--- config.mk ---
export PLATFORM = sky130hd
export DESIGN_NAME = spi_dbuf_ctrl
export DESIGN_NICKNAME = d
export VERILOG_FILES = /design/src/rtl/spi_dbuf_pkg.sv /design/src/rtl/spi_sclk_gen.sv /design/src/rtl/spi_slave_sync.sv /design/src/rtl/spi_shifter.sv /design/src/rtl/spi_dbuf_ctrl.sv
export SDC_FILE = /design/constraint.sdc
export NUM_CORES = 1
export LEC_CHECK = 0
export ABC_AREA = 1
export BUFFER_PORTS_ARGS = -buffer_cell sky130_fd_sc_hd__buf_4
export CAP_MARGIN = 0
export CORE_MARGIN = 8
export CORE_UTILIZATION = 47
export CTS_CLUSTER_SIZE = 28
export DETAILED_ROUTE_END_ITERATION = 12
export PLACE_DENSITY = 0.66
export SLEW_MARGIN = 20
export SYNTH_ARGS = -nofsm -noshare
export SYNTH_HDL_FRONTEND = slang
export SYNTH_SLANG_ARGS = --single-unit
--- constraint.sdc ---
create_clock -name clk_i -period 1.8 [get_ports clk_i]
set_input_delay 0.45 -clock clk_i [delete_from_list [all_inputs] [get_ports clk_i]]
set_output_delay 0.45 -clock clk_i [all_outputs]
set_load 0.1 [all_outputs]
--- src/rtl/spi_dbuf_pkg.sv ---
package spi_dbuf_pkg;
  typedef struct packed {
    logic master;
    logic cpol;
    logic cpha;
    logic lsb_first;
  } spi_mode_t;
endpackage

--- src/rtl/spi_sclk_gen.sv ---
module spi_sclk_gen #(
  parameter int DIV_W = 8
) (
  input  logic             clk_i,
  input  logic             rst_ni,
  input  logic             run_i,
  input  logic             restart_i,
  input  logic             cpol_i,
  input  logic [DIV_W-1:0] div_i,
  output logic             sclk_o,
  output logic             lead_o,
  output logic             trail_o
);
  logic [DIV_W-1:0] cnt_q;
  logic             phase_q;
  logic             tick;

  assign tick    = run_i && (cnt_q == div_i);
  assign lead_o  = tick && !phase_q;
  assign trail_o = tick && phase_q;
  assign sclk_o  = cpol_i ^ phase_q;

  always_ff @(posedge clk_i or negedge rst_ni) begin
    if (!rst_ni) begin
      cnt_q   <= '0;
      phase_q <= 1'b0;
    end else if (!run_i || restart_i) begin
      cnt_q   <= '0;
      phase_q <= 1'b0;
    end else if (tick) begin
      cnt_q   <= '0;
      phase_q <= ~phase_q;
    end else begin
      cnt_q <= cnt_q + 1'b1;
    end
  end

  AST_EDGE_ALTERNATE: assert property (@(posedge clk_i) disable iff (!rst_ni)
    lead_o |=> !lead_o);
endmodule

--- src/rtl/spi_slave_sync.sv ---
module spi_slave_sync #(
  parameter int STAGES = 2
) (
  input  logic clk_i,
  input  logic rst_ni,
  input  logic sclk_i,
  input  logic ss_ni,
  input  logic sdi_i,
  output logic sclk_rise_o,
  output logic sclk_fall_o,
  output logic ss_n_o,
  output logic sdi_o
);
  localparam logic [2:0] SYNC_RST = 3'b010; // {sdi, ss_n, sclk}

  logic [2:0] raw;
  logic [2:0] stg [STAGES];
  logic       sclk_prev_q;

  assign raw = {sdi_i, ss_ni, sclk_i};

  for (genvar g = 0; g < STAGES; g++) begin : g_stage
    always_ff @(posedge clk_i or negedge rst_ni) begin
      if (!rst_ni) stg[g] <= SYNC_RST;
      else         stg[g] <= (g == 0) ? raw : stg[(g == 0) ? 0 : g-1];
    end
  end

  always_ff @(posedge clk_i or negedge rst_ni) begin
    if (!rst_ni) sclk_prev_q <= 1'b0;
    else         sclk_prev_q <= stg[STAGES-1][0];
  end

  assign sclk_rise_o = stg[STAGES-1][0] && !sclk_prev_q;
  assign sclk_fall_o = !stg[STAGES-1][0] && sclk_prev_q;
  assign ss_n_o      = stg[STAGES-1][1];
  assign sdi_o       = stg[STAGES-1][2];
endmodule

--- src/rtl/spi_shifter.sv ---
module spi_shifter #(
  parameter int DATA_W = 8
) (
  input  logic              clk_i,
  input  logic              rst_ni,
  input  logic              clr_i,
  input  logic              load_i,
  input  logic [DATA_W-1:0] load_data_i,
  input  logic              lead_i,
  input  logic              trail_i,
  input  logic              cpha_i,
  input  logic              lsb_i,
  input  logic              sdi_i,
  output logic              sdo_o,
  output logic              done_o,
  output logic [DATA_W-1:0] rx_byte_o
);
  localparam int CNT_W = $clog2(DATA_W);

  logic [DATA_W-1:0] tx_q, rx_q, tx_next, rx_next;
  logic [CNT_W-1:0]  cnt_q;
  logic              sdo_q, out_bit, shift_e, sample_e;

  assign out_bit   = lsb_i ? tx_q[0] : tx_q[DATA_W-1];
  assign tx_next   = lsb_i ? {1'b0, tx_q[DATA_W-1:1]} : {tx_q[DATA_W-2:0], 1'b0};
  assign rx_next   = lsb_i ? {sdi_i, rx_q[DATA_W-1:1]} : {rx_q[DATA_W-2:0], sdi_i};
  assign shift_e   = cpha_i ? lead_i : trail_i;
  assign sample_e  = cpha_i ? trail_i : lead_i;
  assign done_o    = trail_i && !clr_i && (cnt_q == CNT_W'(DATA_W-1));
  assign rx_byte_o = cpha_i ? rx_next : rx_q;
  // phase 1 launches on the leading edge, so the bit is held in a flop
  assign sdo_o     = cpha_i ? sdo_q : out_bit;

  always_ff @(posedge clk_i or negedge rst_ni) begin
    if (!rst_ni) begin
      tx_q  <= '0;
      rx_q  <= '0;
      cnt_q <= '0;
      sdo_q <= 1'b0;
    end else if (load_i) begin
      tx_q  <= load_data_i;
      cnt_q <= '0;
    end else if (clr_i) begin
      cnt_q <= '0;
    end else begin
      if (shift_e)            tx_q  <= tx_next;
      if (shift_e && cpha_i)  sdo_q <= out_bit;
      if (sample_e)           rx_q  <= rx_next;
      if (done_o)             cnt_q <= '0;
      else if (trail_i)       cnt_q <= cnt_q + 1'b1;
    end
  end

  AST_CLR_RESETS_COUNT: assert property (@(posedge clk_i) disable iff (!rst_ni)
    clr_i |=> (cnt_q == '0));
endmodule

--- src/rtl/spi_dbuf_ctrl.sv ---
module spi_dbuf_ctrl
  import spi_dbuf_pkg::*;
#(
  parameter int DATA_W      = 8,
  parameter int DIV_W       = 8,
  parameter int SYNC_STAGES = 2
) (
  input  logic              clk_i,
  input  logic              rst_ni,
  input  logic              ctrl_we_i,
  input  logic              ctrl_en_i,
  input  logic              ctrl_master_i,
  input  logic              ctrl_cpol_i,
  input  logic              ctrl_cpha_i,
  input  logic              ctrl_lsb_i,
  input  logic [DIV_W-1:0]  ctrl_div_i,
  input  logic              tx_we_i,
  input  logic [DATA_W-1:0] tx_data_i,
  input  logic              rx_re_i,
  output logic [DATA_W-1:0] rx_data_o,
  output logic              rx_full_o,
  output logic              tx_empty_o,
  output logic              busy_o,
  output logic              irq_o,
  output logic              sclk_o,
  output logic              sclk_oe_o,
  input  logic              sclk_i,
  input  logic              ss_ni,
  output logic              sdo_o,
  output logic              sdo_oe_o,
  input  logic              sdi_i
);
  logic              en_q, tx_full_q, mbusy_q, rx_full_q;
  spi_mode_t         mode_q;
  logic [DIV_W-1:0]  div_q;
  logic [DATA_W-1:0] tx_buf_q, rx_q, rx_byte;
  logic m_active, s_active, sel, load, clr, done;
  logic m_sclk, m_lead, m_trail;
  logic s_rise, s_fall, s_ss_n, s_sdi;
  logic lead, trail, sdi_mux;

  // control: enable always writable, the rest only while disabled
  always_ff @(posedge clk_i or negedge rst_ni) begin
    if (!rst_ni) begin
      en_q   <= 1'b0;
      mode_q <= '0;
      div_q  <= '0;
    end else if (ctrl_we_i) begin
      en_q <= ctrl_en_i;
      if (!en_q) begin
        mode_q <= '{master: ctrl_master_i, cpol: ctrl_cpol_i,
                    cpha: ctrl_cpha_i, lsb_first: ctrl_lsb_i};
        div_q  <= ctrl_div_i;
      end
    end
  end

  assign m_active = en_q && mode_q.master;
  assign s_active = en_q && !mode_q.master;
  assign sel      = s_active && !s_ss_n;
  assign clr      = !en_q || (s_active && s_ss_n);
  assign load     = tx_full_q && (m_active ? (!mbusy_q || done)
                                           : (s_active && (s_ss_n || done)));

  assign lead    = m_active ? m_lead  : (sel && (mode_q.cpol ? s_fall : s_rise));
  assign trail   = m_active ? m_trail : (sel && (mode_q.cpol ? s_rise : s_fall));
  assign sdi_mux = m_active ? sdi_i : s_sdi;

  // holding buffer: a write wins over a same-cycle hand-off
  always_ff @(posedge clk_i or negedge rst_ni) begin
    if (!rst_ni) begin
      tx_buf_q  <= '0;
      tx_full_q <= 1'b0;
    end else if (tx_we_i) begin
      tx_buf_q  <= tx_data_i;
      tx_full_q <= 1'b1;
    end else if (load) begin
      tx_full_q <= 1'b0;
    end
  end

  always_ff @(posedge clk_i or negedge rst_ni) begin
    if (!rst_ni)        mbusy_q <= 1'b0;
    else if (!m_active) mbusy_q <= 1'b0;
    else if (load)      mbusy_q <= 1'b1;
    else if (done)      mbusy_q <= 1'b0;
  end

  always_ff @(posedge clk_i or negedge rst_ni) begin
    if (!rst_ni) begin
      rx_q      <= '0;
      rx_full_q <= 1'b0;
    end else if (done) begin
      rx_q      <= rx_byte;
      rx_full_q <= 1'b1;
    end else if (rx_re_i) begin
      rx_full_q <= 1'b0;
    end
  end

  spi_sclk_gen #(.DIV_W(DIV_W)) u_sclk_gen (
    .clk_i, .rst_ni,
    .run_i(mbusy_q), .restart_i(load), .cpol_i(mode_q.cpol), .div_i(div_q),
    .sclk_o(m_sclk), .lead_o(m_lead), .trail_o(m_trail)
  );

  spi_slave_sync #(.STAGES(SYNC_STAGES)) u_slave_sync (
    .clk_i, .rst_ni, .sclk_i, .ss_ni, .sdi_i,
    .sclk_rise_o(s_rise), .sclk_fall_o(s_fall), .ss_n_o(s_ss_n), .sdi_o(s_sdi)
  );

  spi_shifter #(.DATA_W(DATA_W)) u_shifter (
    .clk_i, .rst_ni, .clr_i(clr), .load_i(load), .load_data_i(tx_buf_q),
    .lead_i(lead), .trail_i(trail), .cpha_i(mode_q.cpha), .lsb_i(mode_q.lsb_first),
    .sdi_i(sdi_mux), .sdo_o, .done_o(done), .rx_byte_o(rx_byte)
  );

  assign rx_data_o  = rx_q;
  assign rx_full_o  = rx_full_q;
  assign tx_empty_o = !tx_full_q;
  assign busy_o     = m_active ? mbusy_q : sel;
  assign irq_o      = en_q && !tx_full_q;
  assign sclk_o     = m_active ? m_sclk : mode_q.cpol;
  assign sclk_oe_o  = m_active;
  assign sdo_oe_o   = m_active || sel;

  AST_TXE_LOW_AFTER_WRITE: assert property (@(posedge clk_i) disable iff (!rst_ni)
    tx_we_i |=> !tx_empty_o);
  AST_TXE_HIGH_AFTER_MOVE: assert property (@(posedge clk_i) disable iff (!rst_ni)
    (load && !tx_we_i) |=> tx_empty_o);
  AST_RX_FULL_ON_DONE: assert property (@(posedge clk_i) disable iff (!rst_ni)
    done |=> rx_full_o);
  AST_CFG_LOCKED: assert property (@(posedge clk_i) disable iff (!rst_ni)
    (en_q && $past(en_q)) |-> ($stable(mode_q) && $stable(div_q)));
  AST_NO_GAP_CHAIN: assert property (@(posedge clk_i) disable iff (!rst_ni)
    (m_active && done && tx_full_q) |=> busy_o);
  AST_SLAVE_HIZ: assert property (@(posedge clk_i) disable iff (!rst_ni)
    (s_active && s_ss_n) |-> !sdo_oe_o);
endmodule

==> results_dict.tcl <==
set metrics [dict create \
    hpwl_um 5920 \
    die_x_um 100 \
    path_class "flip-flop to output pin" \
    fmax_ghz 0.508 \
    grt_max_degree 30 \
    grtUsageMet3_pct 3.88 \
    status "finished with violations" \
    r2r-start "u_sclk_gen.cnt_q[1]" \
    arrival_ns 1.52 \
    portBuffers 44 \
    postRouteAntennaNets 0 \
    slew_viol_final 0 \
    syn_inst 412 \
    synthDistinctLibCells 32 \
    finalSetupViolCount 3 \
    fin_cells 613 \
    crit_path_start "en_q" \
    final_hold_viol_count 0 \
    cts_tree "done" \
    cts_sinks 68 \
    grt_pass1_wl_um 13900 \
    synth_seq_area_share_pct 51.1 \
    finClkSkew_ns 0.00884 \
    drt_first_pass_iters 4 \
    dieArea_um2 10000 \
    rsz0062_at_grt "yes" \
    vias 3058 \
    violations "negative setup slack" \
    worstMarginPinSlew_ns 0.375 \
    endpoint_kind "output pin" \
    multi_input_area_um2 1640 \
    r2r_cells 15 \
    avgViaCountPerCell 4.99 \
    start_util_pct 48.8 \
    fin_crit_sh_pct 109 \
    grt-ovfl-total 0 \
    grt_pass1_vias 2965 \
    antenna_found_initial 0 \
    grtUsageTotal_pct 17.1 \
    fin_nets 544 \
    numCtsBuffers 9 \
    syn_nets 444 \
    syn_area_per_cell_um2 8.10 \
    die_h_um 100 \
    p_leak_nw 2.38 \
    core_um2 6830 \
    path_max_fanout 4 \
    htreeDepth 3 \
    clock_latency_ns 0.34 \
    grtUsageMet2_pct 26.4 \
    crit_chain "buf_6, nand2_8, nor2_4, buf_6, xor2_4, buf_12" \
    cts_root_buf "clkbuf_8" \
    syn2layout_area_growth_pct 44.7 \
    p_per_area_nw_per_um2 1020 \
    peakVddDrop_v 0.000608 \
    drive_above_1_share_pct 36.8 \
    place_inst 584 \
    totalWireLength_um 8390 \
    clk_path_buf_depth 2 \
    cp_slowest_cell "dfrtp_1" \
    grt_use_met1_pct 22.8 \
    worst_hold_path_type "input pin to async pin" \
    top_level_ports 45 \
    maxCapViolCount 0 \
    num_rows 30 \
    diodes 0 \
    final_util_pct 70.7 \
    drt_iter0_markers 213 \
    place_congestion 0.826 \
    fillers 551 \
    drc 0 \
    wl_per_cell_um 13.7 \
    crit_top_cell "buf_6" \
    fin_setup_tns_ns -0.360 \
    required_ns 1.35 \
    syn_area_um2 3340 \
    start_kind "flip-flop" \
    seq_area_um2 1710 \
    ys_ff_latch 68 \
    synth.yosys.warnings 0 \
    cp_slowest_stage_delay_ns 0.39 \
    fin_ws_ns -0.167 \
    grt_most_used_layer "met2" \
    slew_headroom_pct 74.7 \
    period_needed_ns 1.97 \
    clk_pin_slew_ns 0.07 \
]
## cells in the mapped netlist (all sizes together)
master,n,share of area (%)
a2111oi,1,0.26
buf,4,0.94
o22ai,1,0.19
or2,2,0.38
o21ai,26,3.9
nor2,35,4.1
a21oi,13,2.0
o2111ai,2,0.53
nand2,141,17
xnor2,1,0.26
xor2,4,1.1
dfrtp,66,50
a31oi,8,1.5
ha,3,1.1
nand4,18,3.4
nor3,5,0.75
nand3,17,3.2
mux2i,4,1.2
clkbuf,10,1.1
inv,43,4.8
dfstp,2,1.6
mux2,3,1.0
a21o,1,0.23
clkinv,2,0.23
## logic make-up after synthesis
kind of cell | Yosys count | synth area share, %
adders and majority gates | 3 | 1.13
DFF | 68 | 51.1
muxes | 7 | 2.21
AOI/OAI and AO/OA | 52 | 8.55
and+or+nand+nor | 218 | 28.6
buffers and inverters | 59 | 7.13
xor gates and xnor gates | 5 | 1.31
## cells in the final DEF, fill, tap and decap left out, drive strengths merged, types with 2 or more instances in the layout
master,count
a31oi,8
inv,42
bufinv,3
a21oi,13
nor2,35
mux2,3
ha,3
dfrtp,66
buf,99
o2111ai,2
nand2,142
nor3,5
nand3,18
clkinvlp,3
dfstp,2
xor2,4
o21ai,26
mux2i,4
clkbuf,12
or2,2
nand4,18
clkinv,3
## per-stage QoR
stage | hold WS, ns | worst slack (ns) | area, um2 | total power [mW]
final | 0.0256 | -0.167 | 4830 | 4.92
after global routing | 0.0488 | -0.239 | 4830 | 5.19
after CTS | 0.0295 | -0.219 | 4570 | 4.79
after detailed placement | 0.336 | -0.0910 | 4170 | 3.15
after global placement | 0.335 | -0.0674 | 4170 | 3.13
after floorplan | 0.154 | -0.237 | 3410 | 2.74
## where the power goes
group | total [mW] | switching (mW) | internal, mW
Sequential | 1.95 | 0.207 | 1.75
Clock | 1.55 | 0.594 | 0.958
Combinational | 1.41 | 0.837 | 0.577
Total | 4.92 | 1.64 | 3.28
## layout make-up
cell class | count | area share (%)
multi-input cells | 287 | 34.0
inverters | 45 | 3.86
well taps | 96 | 2.49
clock buffers | 10 | 2.85
flip-flops and latches | 68 | 35.4
repair buffers | 101 | 19.1
clock inverters | 6 | 2.31
## worst max-delay path: cells and delay by family (launching register included)
| family | cells | cell delay, ns |
|---|---|---|
| flip-flops | 1 | 0.39 |
| XOR/XNOR | 1 | 0.15 |
| buffers and inverters | 3 | 0.45 |
| AND/OR/NAND/NOR | 2 | 0.18 |
## registers in the layout, indices dropped and copies added (netlist names)
register	flops
u_shifter.tx_q	8
u_shifter.rx_q	8
mode_q	4
rx_full_o	1
en_q	1
u_slave_sync.sclk_prev_q	1
tx_buf_q	8
rx_data_o	8
div_q	8
u_slave_sync.sdi_o	1
u_sclk_gen.cnt_q	8
u_sclk_gen.phase_q	1
mbusy_q	1
u_shifter.cnt_q	3
u_slave_sync.ss_n_o	1
tx_full_q	1
u_slave_sync.stg	4
u_shifter.sdo_q	1
## per-layer routing
layer | vias up | routed length (um)
met2 | 86 | 4010
met1 | 1432 | 3860
li1 | 1529 | -
met4 | 0 | 97
met5 | - | 0
met3 | 11 | 418
## path summary, 6_finish.rpt
| kind | slack (ns) | end |
|---|---|---|
| min | 0.03 | u_shifter.cnt_q[2] |
| max in group asynchronous | 1.19 | u_slave_sync.stg[4] |
| min reg2reg | 0.35 | u_slave_sync.sdi_o |
| min in group clk_i | 0.22 | u_slave_sync.stg[3] |
| max | -0.17 | sclk_o |
| max reg2reg | 0 | u_shifter.tx_q[5] |
## repair_timing
item | CTS | global route
hold endpoints to repair | 0 | 0
gates cloned | 0 | 4
hold buffers | 0 | 0
pin swaps | 5 | 22
resized for setup | 25 | 56
setup endpoints to repair | 40 | 44
buffers inserted | 7 | 4
Power figures use the tool's default switching activity.
